File: config.mk
export PLATFORM = sky130hd
export DESIGN_NAME = ovld_detect
export DESIGN_NICKNAME = d
export VERILOG_FILES = /design/src/rtl/ovld_pkg.sv /design/src/rtl/ovld_cond_match.sv /design/src/rtl/ovld_req_reg.sv /design/src/rtl/ovld_detect.sv
export SDC_FILE = /design/constraint.sdc
export NUM_CORES = 1
export LEC_CHECK = 0
export BUFFER_PORTS_ARGS = -buffer_cell sky130_fd_sc_hd__buf_2
export CORE_AREA = 2 2 39 41
export DETAILED_ROUTE_END_ITERATION = 8
export DIE_AREA = 0 0 41 43
export PLACE_DENSITY = 0.37
export SKIP_LAST_GASP = 1
export SLEW_MARGIN = 20
export SYNTH_ARGS = -nofsm -noshare
export SYNTH_HDL_FRONTEND = slang
export SYNTH_SLANG_ARGS = --single-unit
export TNS_END_PERCENT = 100
File: constraint.sdc
create_clock -name clk -period 1.03 [get_ports clk]
set_input_delay 0.1545 -clock clk [delete_from_list [all_inputs] [get_ports clk]]
set_output_delay 0.1545 -clock clk [all_outputs]
set_load 0.1 [all_outputs]
File: src/rtl/ovld_pkg.sv
// Package: ovld_pkg
// Shared widths, field codes and cause codes for the overload detector.
// Assumes the frame state machine uses these field encodings.
package ovld_pkg;
    localparam int FLD_W   = 3;
    localparam int IDX_W   = 4;
    localparam int CAUSE_W = 2;
    localparam int N_COND  = 3;

    typedef enum logic [FLD_W-1:0] {
        FLD_NONE   = 3'd0,
        FLD_IFS    = 3'd1,
        FLD_EOF    = 3'd2,
        FLD_ERRDLM = 3'd3,
        FLD_OVLDLM = 3'd4
    } fld_e;

    typedef enum logic [CAUSE_W-1:0] {
        CAUSE_IFS = 2'd0,
        CAUSE_EOF = 2'd1,
        CAUSE_DLM = 2'd2
    } cause_e;

    // Per-condition table: primary field, alternate field, index window, direction gate.
    function automatic logic [FLD_W-1:0] cond_fld_a(input int k);
        case (k)
            0:       return FLD_IFS;
            1:       return FLD_EOF;
            default: return FLD_ERRDLM;
        endcase
    endfunction

    function automatic logic [FLD_W-1:0] cond_fld_b(input int k);
        case (k)
            0:       return FLD_IFS;
            1:       return FLD_EOF;
            default: return FLD_OVLDLM;
        endcase
    endfunction

    function automatic int cond_lo(input int k, input int eof_last, input int dlm_last);
        case (k)
            0:       return 0;
            1:       return eof_last;
            default: return dlm_last;
        endcase
    endfunction

    function automatic int cond_hi(input int k, input int ifs_bits, input int eof_last,
                                   input int dlm_last);
        case (k)
            0:       return ifs_bits - 1;
            1:       return eof_last;
            default: return dlm_last;
        endcase
    endfunction

    function automatic bit cond_rx_only(input int k);
        return (k == 1);
    endfunction
endpackage

File: src/rtl/ovld_cond_match.sv
// Module: ovld_cond_match
// Flags a dominant strobed sample that falls inside one field pair and one
// index window, optionally gated by receive direction. Purely combinational.
// Assumes bit_idx is zero-based within the field.
module ovld_cond_match
    import ovld_pkg::*;
#(
    parameter logic [FLD_W-1:0] FLD_A   = FLD_IFS,
    parameter logic [FLD_W-1:0] FLD_B   = FLD_IFS,
    parameter int               IDX_LO  = 0,
    parameter int               IDX_HI  = 1,
    parameter bit               RX_ONLY = 1'b0
) (
    input  logic             smp_stb,
    input  logic             bus_bit,
    input  logic [FLD_W-1:0] fld,
    input  logic [IDX_W-1:0] bit_idx,
    input  logic             rx_dir,
    output logic             hit
);
    localparam logic [IDX_W-1:0] LO = IDX_W'(IDX_LO);
    localparam logic [IDX_W-1:0] HI = IDX_W'(IDX_HI);

    logic fld_ok, idx_ok, dir_ok;

    // Decode field, index window and direction for this condition.
    always_comb begin
        fld_ok = (fld == FLD_A) || (fld == FLD_B);
        idx_ok = (bit_idx >= LO) && (bit_idx <= HI);
        dir_ok = RX_ONLY ? rx_dir : 1'b1;
        hit    = smp_stb && !bus_bit && fld_ok && idx_ok && dir_ok;
    end
endmodule

File: src/rtl/ovld_req_reg.sv
// Module: ovld_req_reg
// Encodes the per-condition hit vector into a cause code and registers the
// request pulse. Assumes at most one hit at a time (fields are exclusive).
module ovld_req_reg
    import ovld_pkg::*;
(
    input  logic               clk,
    input  logic               rst_n,
    input  logic [N_COND-1:0]  hit,
    output logic               req_q,
    output logic [CAUSE_W-1:0] cause_q
);
    logic [CAUSE_W-1:0] cause_d;

    // Turn the hit vector into a cause code, defaulting to 0.
    always_comb begin
        cause_d = CAUSE_IFS;
        if (hit[1])      cause_d = CAUSE_EOF;
        else if (hit[2]) cause_d = CAUSE_DLM;
    end

    // Register the pulse and its cause. Cause is cleared when there is no hit.
    always_ff @(posedge clk) begin
        if (!rst_n) begin
            req_q   <= 1'b0;
            cause_q <= '0;
        end else begin
            req_q   <= |hit;
            cause_q <= (|hit) ? cause_d : '0;
        end
    end

    // cause is zero whenever no request is pending
    a_r9_cause_idle: assert property (@(posedge clk) disable iff (!rst_n)
        !req_q |-> cause_q == '0);
    // Field exclusivity: never more than one condition at once
    a_r6_single_hit: assert property (@(posedge clk) disable iff (!rst_n)
        $onehot0(hit));
endmodule

File: src/rtl/ovld_detect.sv
// Module: ovld_detect (top)
// Watches strobed bus samples with field/index tags from the frame FSM and
// requests an overload frame at the protocol-defined positions.
// Assumes fld and bit_idx are valid whenever smp_stb is high.
module ovld_detect
    import ovld_pkg::*;
#(
    parameter int IFS_BITS = 2,
    parameter int EOF_LAST = 6,
    parameter int DLM_LAST = 7
) (
    input  logic               clk,
    input  logic               rst_n,
    input  logic               smp_stb,
    input  logic               bus_bit,
    input  logic [FLD_W-1:0]   fld,
    input  logic [IDX_W-1:0]   bit_idx,
    input  logic               rx_dir,
    output logic               ovl_req,
    output logic [CAUSE_W-1:0] ovl_cause
);
    logic [N_COND-1:0] hit;

    for (genvar k = 0; k < N_COND; k++) begin : g_cond
        ovld_cond_match #(
            .FLD_A  (cond_fld_a(k)),
            .FLD_B  (cond_fld_b(k)),
            .IDX_LO (cond_lo(k, EOF_LAST, DLM_LAST)),
            .IDX_HI (cond_hi(k, IFS_BITS, EOF_LAST, DLM_LAST)),
            .RX_ONLY(cond_rx_only(k))
        ) u_match (
            .smp_stb(smp_stb),
            .bus_bit(bus_bit),
            .fld    (fld),
            .bit_idx(bit_idx),
            .rx_dir (rx_dir),
            .hit    (hit[k])
        );
    end

    ovld_req_reg u_reg (
        .clk    (clk),
        .rst_n  (rst_n),
        .hit    (hit),
        .req_q  (ovl_req),
        .cause_q(ovl_cause)
    );

    // no strobe, no request
    a_r8_no_strobe: assert property (@(posedge clk) disable iff (!rst_n)
        !smp_stb |=> !ovl_req);
    // recessive never requests
    a_r7_recessive: assert property (@(posedge clk) disable iff (!rst_n)
        (smp_stb && bus_bit) |=> !ovl_req);
    // early intermission dominant requests with cause 0
    a_r2_ifs: assert property (@(posedge clk) disable iff (!rst_n)
        (smp_stb && !bus_bit && fld == FLD_IFS && bit_idx < IDX_W'(IFS_BITS))
        |=> (ovl_req && ovl_cause == CAUSE_IFS));
    // last end-of-frame bit while receiving
    a_r4_eof_rx: assert property (@(posedge clk) disable iff (!rst_n)
        (smp_stb && !bus_bit && fld == FLD_EOF && bit_idx == IDX_W'(EOF_LAST) && rx_dir)
        |=> (ovl_req && ovl_cause == CAUSE_EOF));
    // end-of-frame while transmitting never requests
    a_r5_eof_tx: assert property (@(posedge clk) disable iff (!rst_n)
        (smp_stb && fld == FLD_EOF && !rx_dir) |=> !ovl_req);
    // last delimiter bit
    a_r6_dlm: assert property (@(posedge clk) disable iff (!rst_n)
        (smp_stb && !bus_bit && (fld == FLD_ERRDLM || fld == FLD_OVLDLM)
         && bit_idx == IDX_W'(DLM_LAST))
        |=> (ovl_req && ovl_cause == CAUSE_DLM));
    // untracked field codes never request
    a_r10_no_field: assert property (@(posedge clk) disable iff (!rst_n)
        (smp_stb && (fld == FLD_NONE || fld > FLD_OVLDLM)) |=> !ovl_req);
endmodule

==> results.md, run 1 <==
- WHS Endpoint: u_reg.cause_q[0]
- CTS Buffer Depth: 2
- Wirelength, routed: 393 um
- Port buffer count: 14
- Static Leak: 0.145 nW
- Hold depth: 2
- Net Count, Synth: 29
- Wire length per cell: 7.71 um
- # setup viols final: 0
- Max incr delay on CP: 330 ps
- Fin util: 0.235
- DP Cell Count: 47
- Setup tns final: 0 ps
- Number of top-level pins: 15
- Setup bufs post-CTS: 0
- Worst Path Required: 880 ps
- Seq/Total Area, Yosys: 0.375
- Area grow syn2layout: 103%
- Slew headroom: 0.817
- CTS tree: yes
- Fin. Hold Viols: 0
- First-pass GRT wire length: 614 um
- Die area: 0.00176 mm^2
- Setup CP Type: reg -> out
- Post-Synthesis Cells: 17
- Total gr overflow: 0
- Initial drt markers: 1
- # rows: 14
- Fin crit share: 0.858
- DRC errors left: 0
- Dpl ws: 115 ps
- Clock sinks: 3
- Period minus WS final: 883 ps
- #FFs+latches synth: 3
- Total CTS buffers: 3
- Global Route Usage Sum: 0.0562
- Most common cell after layout, fill and taps aside: buf_2
- Clk root buf: clkbuf_4
- PD cells: 1120 mW/mm^2
- Max VDD drop: 0.000205 V
- Drt first pass iters: 2
- H-tree Lvls: 1
- Antenna Violating Nets Remaining: 0
- Starting Density: 0.116
- Max cap viols: 0
- Syn avg cell area: 9.42 um^2
- Layout Cells excl Fill: 51
- Worst setup EP type: primary output
- Post-Syn Area: 160 um^2
- HP Class: in -> reg
- Worst-path clk slew: 40 ps
- Status: completed
- Measured slew at the worst slew-check pin: 270 ps
- DR vias: 186
- Initial antenna violation count: 0
- Library cells used by synthesis: 15
- Die Ht: 43 um
- Worst path cell trace: buf_12
- N_diodes: 0
- DIE WIDTH: 41 um
- WP buf/inv: 1
- Post-CTS Hold Fix Bufs: 0
- Final worst slack: 147 ps
- Pin count of the biggest net entering global routing: 5
- Via density: 3.65
- Layout cells sized above 1: 0.629
- Critical path's top delay family: flip-flops
- Setup crit start kind: flip-flop
- CTS resizes: 0
- CP Max Fanout: 1
- Hold Startpoint: bit_idx[0]
- Slowest CP cell: dfxtp_2
- Pins over their slew limit: 0
- Synth warn: 0
- Final-stage net count: 48
- Gpl congestion: 0.638
- Fmax: 1.13 GHz
- Most frequent cells in the layout: buf_2 (11), clkbuf_4 (3), buf_12 (3), dfxtp_2 (3)
- Arr. time, crit path: 730 ps
- Vias in the first global route: 167
- RSZ-0062 raised after global routing: false
- Core ar.: 0.00138 mm^2
-- stage by stage --
step	hold WS [ps]	power [mW]	cell area (um^2)
final	128	0.364	325
after global routing	132	0.392	325
after CTS	118	0.378	325
after detailed placement	365	0.163	299
after global placement	364	0.161	299
after floorplan	217	0.133	164
-- synthesized netlist by cell type --
cell,count,area [um^2]
nand3_2,1,10.0
nand2b_1,1,6.26
nand2_1,1,3.75
dfxtp_1,3,60.1
nand3b_1,1,7.51
o22ai_1,1,6.26
nand4bb_1,1,11.3
o21ai_1,1,5.00
and4bb_1,1,12.5
inv_1,1,3.75
nor3_2,1,10.0
a21oi_1,1,5.00
nor4b_1,1,8.76
and3_1,1,6.26
nor2_1,1,3.75
-- how the worst max path moves through the flow --
stage                      from                to  cells past startpoint
6_report       u_reg.cause_q[1]      ovl_cause[1]                      1
5_1_grt        u_reg.cause_q[1]      ovl_cause[1]                      1
4_1_cts        u_reg.cause_q[1]      ovl_cause[1]                      1
3_5_place_dp            bus_bit  u_reg.cause_q[1]                      5
3_3_place_gp            bus_bit       u_reg.req_q                      4
2_1_floorplan  u_reg.cause_q[0]      ovl_cause[0]                      0
-- routing by layer --
layer  part of all wire  GRT usage  up-vias
li1                   -          -      100
met1               0.39     0.0577       67
met2               0.38     0.0719       17
met3               0.19     0.0157        2
met4              0.038     0.0800        0
met5                  0          0        -
-- cell families (layout without fill, tap and decap cells) --
| group | after synthesis | after routing | share of synthesized area |
|---|---|---|---|
| simple gates | 10 | 10 | 0.500 |
| compound gates | 3 | 3 | 0.102 |
| flops | 3 | 3 | 0.375 |
| buf+inv | 1 | 19 | 0.0234 |
-- flip-flops by register name, summed over array words and instances (netlist names) --
register	flops
u_reg.cause_q	2
u_reg.req_q	1
-- area by class of cell --
type / count / area [um^2]
multi-input cells: 13 / 96.3
fillers: 150 / 1060
flip-flops and latches: 3 / 63.8
clock buffers: 4 / 26.3
well taps: 16 / 20.0
repair buffers: 14 / 115
inverters: 1 / 3.75
-- report_power, final --
part           leakage, nW  internal (mW)  total (mW)  switching (mW)
clock network       0.0150          0.145       0.203          0.0582
logic                0.104         0.0242      0.0431          0.0190
registers           0.0257          0.117       0.117        0.000199
total                0.145          0.286       0.364          0.0774
Note: power is estimated with default switching activity, not from simulation.
==> inputs of run 2 (changes only) <==
--- a/config.mk
+++ b/config.mk
@@ -9,7 +9,7 @@
 export CORE_AREA = 2 2 39 41
 export DETAILED_ROUTE_END_ITERATION = 8
 export DIE_AREA = 0 0 41 43
-export PLACE_DENSITY = 0.37
+export PLACE_DENSITY = 0.46
 export SKIP_LAST_GASP = 1
 export SLEW_MARGIN = 20
 export SYNTH_ARGS = -nofsm -noshare
==> run 2 against run 1 <==
Compared with the run above: critical path depth unchanged; largest cell class unchanged; clock power about the same; worst setup slack about the same; critical endpoint is now ovl_req; final cell count unchanged; core utilization unchanged; count of clock-buffer cells in the layout unchanged; final area unchanged; first-iteration DRC count decreased by 100%; critical path type unchanged; combinational power about the same; global-route usage increased by 1.2 points; non-clock buffer count unchanged; sequential share of layout area unchanged.
==> results.md, run 2 (same netlist as run 1, synthesis figures left out) <==
- Period minus WS final: 883 ps (about the same)
- Max reg flops: 2 (unchanged)
- Dpl ws: 118 ps (was 115 ps)
- Die Ht: 43 um (unchanged)
- Slew headroom: 0.823 (was 0.817)
- Layout cells sized above 1: 0.629 (unchanged)
- Arr. time, crit path: 730 ps (about the same)
- Via density: 3.78 (was 3.65)
- Final worst slack: 147 ps (about the same)
- Fin. Hold Viols: 0 (unchanged)
- Starting Density: 0.116 (unchanged)
- Antenna Violating Nets Remaining: 0 (unchanged)
- DRC errors left: 0 (unchanged)
- Gpl congestion: 0.674 (was 0.638)
- Clock power frac: 0.560 (was 0.559)
- DIE WIDTH: 41 um (unchanged)
- Number of top-level pins: 15 (unchanged)
- Vias in the first global route: 194 (was 167)
- Setup crit start kind: flip-flop (unchanged)
- PD cells: 1120 mW/mm^2 (about the same)
- Post-CTS Hold Fix Bufs: 0 (unchanged)
- # setup viols final: 0 (unchanged)
- Initial drt markers: 0 (was 1)
- Die area: 0.00176 mm^2 (unchanged)
- Total power: 365 uW (was 364 uW)
- Static Leak: 0.145 nW (unchanged)
- Worst-path clk slew: 40 ps (about the same)
- Critical path's top delay family: flip-flops (unchanged)
- Pin count of the biggest net entering global routing: 5 (unchanged)
- DR vias: 193 (was 186)
- Clock sinks: 3 (unchanged)
- P_int: 286 uW (about the same)
- WHS Endpoint: u_reg.cause_q[0] (unchanged)
- Fmax: 1.13 GHz (about the same)
- Measured slew at the worst slew-check pin: 261 ps (was 270 ps)
- Max incr delay on CP: 330 ps (about the same)
- Hold Startpoint: bit_idx[0] (unchanged)
- Port buffer count: 14 (unchanged)
- Most common cell after layout, fill and taps aside: buf_2 (unchanged)
- Final-stage net count: 48 (unchanged)
- Slowest CP cell: dfxtp_2 (unchanged)
- Sw power: 78.2 uW (was 77.4 uW)
- Wire length per cell: 7.33 um (was 7.71 um)
- Setup CP Type: reg -> out (unchanged)
- CP Max Fanout: 1 (unchanged)
- Fin crit share: 0.858 (about the same)
- Clk root buf: clkbuf_4 (unchanged)
- Worst Path Required: 880 ps (about the same)
- Total CTS buffers: 3 (unchanged)
- Initial antenna violation count: 0 (unchanged)
- RSZ-0062 raised after global routing: false (unchanged)
- Status: completed (unchanged)
- CTS Buffer Depth: 2 (unchanged)
- Largest register by flop count: u_reg.cause_q (unchanged)
- Worst path cell trace: buf_12 (unchanged)
- First-pass GRT wire length: 683 um (was 614 um)
- Switching Fraction: 0.215 (was 0.213)
- N_diodes: 0 (unchanged)
- Drt first pass iters: 1 (was 2)
- Area grow syn2layout: 103% (unchanged)
- Fin util: 0.235 (unchanged)
- WP buf/inv: 1 (unchanged)
- Setup bufs post-CTS: 0 (unchanged)
- Hold depth: 2 (unchanged)
- Total gr overflow: 0 (unchanged)
- Reg power frac: 0.322 (was 0.323)
- CTS tree: yes (unchanged)
- Core ar.: 0.00138 mm^2 (unchanged)
- Pins over their slew limit: 0 (unchanged)
- Worst setup EP type: primary output (unchanged)
- CTS resizes: 0 (unchanged)
- H-tree Lvls: 1 (unchanged)
- Logic gate share of total power: 0.118 (was 0.119)
- HP Class: in -> reg (unchanged)
- Most frequent cells in the layout: buf_2 (11), clkbuf_4 (3), buf_12 (3), dfxtp_2 (3) (unchanged)
- Max VDD drop: 0.000247 V (was 0.000205 V)
- Largest regs: u_reg.cause_q x2, u_reg.req_q x1 (unchanged)
- # rows: 14 (unchanged)
- Setup tns final: 0 ps (unchanged)
- Max cap viols: 0 (unchanged)
- Global Route Usage Sum: 0.0682 (was 0.0562)
- Wirelength, routed: 374 um (was 393 um)
## run 2: final cells by class
type / count / area, um^2
clock buffers: 4 / 26.3
flip-flops and latches: 3 / 63.8
well taps: 16 / 20.0
multi-input cells: 13 / 96.3
fillers: 143 / 1060
repair buffers: 14 / 115
inverters: 1 / 3.75
## run 2: per-layer routing
| layer | vias up | GRT usage | part of all wire |
|---|---|---|---|
| met1 | 77 | 0.0609 | 0.38 |
| met4 | 0 | 0.100 | 0.011 |
| met2 | 15 | 0.0781 | 0.43 |
| li1 | 99 | - | - |
| met3 | 2 | 0.0471 | 0.17 |
| met5 | - | 0 | 0 |
## run 2: power groups by stage
| stage | combinational [mW] | clock, mW | sequential, mW |
|---|---|---|---|
| 2_1_floorplan | 0.0126 | 0 | 0.121 |
| 3_3_place_gp | 0.0439 | 0 | 0.119 |
| 3_5_place_dp | 0.0432 | 0 | 0.119 |
| 4_1_cts | 0.0433 | 0.222 | 0.117 |
| 5_1_grt | 0.0484 | 0.227 | 0.117 |
| 6_report | 0.0431 | 0.204 | 0.117 |
## run 2: through the flow
stage | hold slack [ps] | std cells | instance area [um^2]
after floorplan | 217 | 17 | 164
after global placement | 364 | 47 | 299
after detailed placement | 364 | 47 | 299
after CTS | 112 | 51 | 325
after global routing | 127 | 51 | 325
final | 124 | 51 | 325
## run 2: how the worst max path moves through the flow
stage | start | endpoint | slack [ps] | cells after the start
after floorplan | u_reg.cause_q[0] | ovl_cause[0] | 250 | 0
after global placement | bus_bit | u_reg.cause_q[1] | 130 | 5
after detailed placement | bus_bit | u_reg.req_q | 120 | 4
after CTS | u_reg.req_q | ovl_req | 130 | 1
after global routing | u_reg.cause_q[1] | ovl_cause[1] | 130 | 1
final | u_reg.req_q | ovl_req | 150 | 1
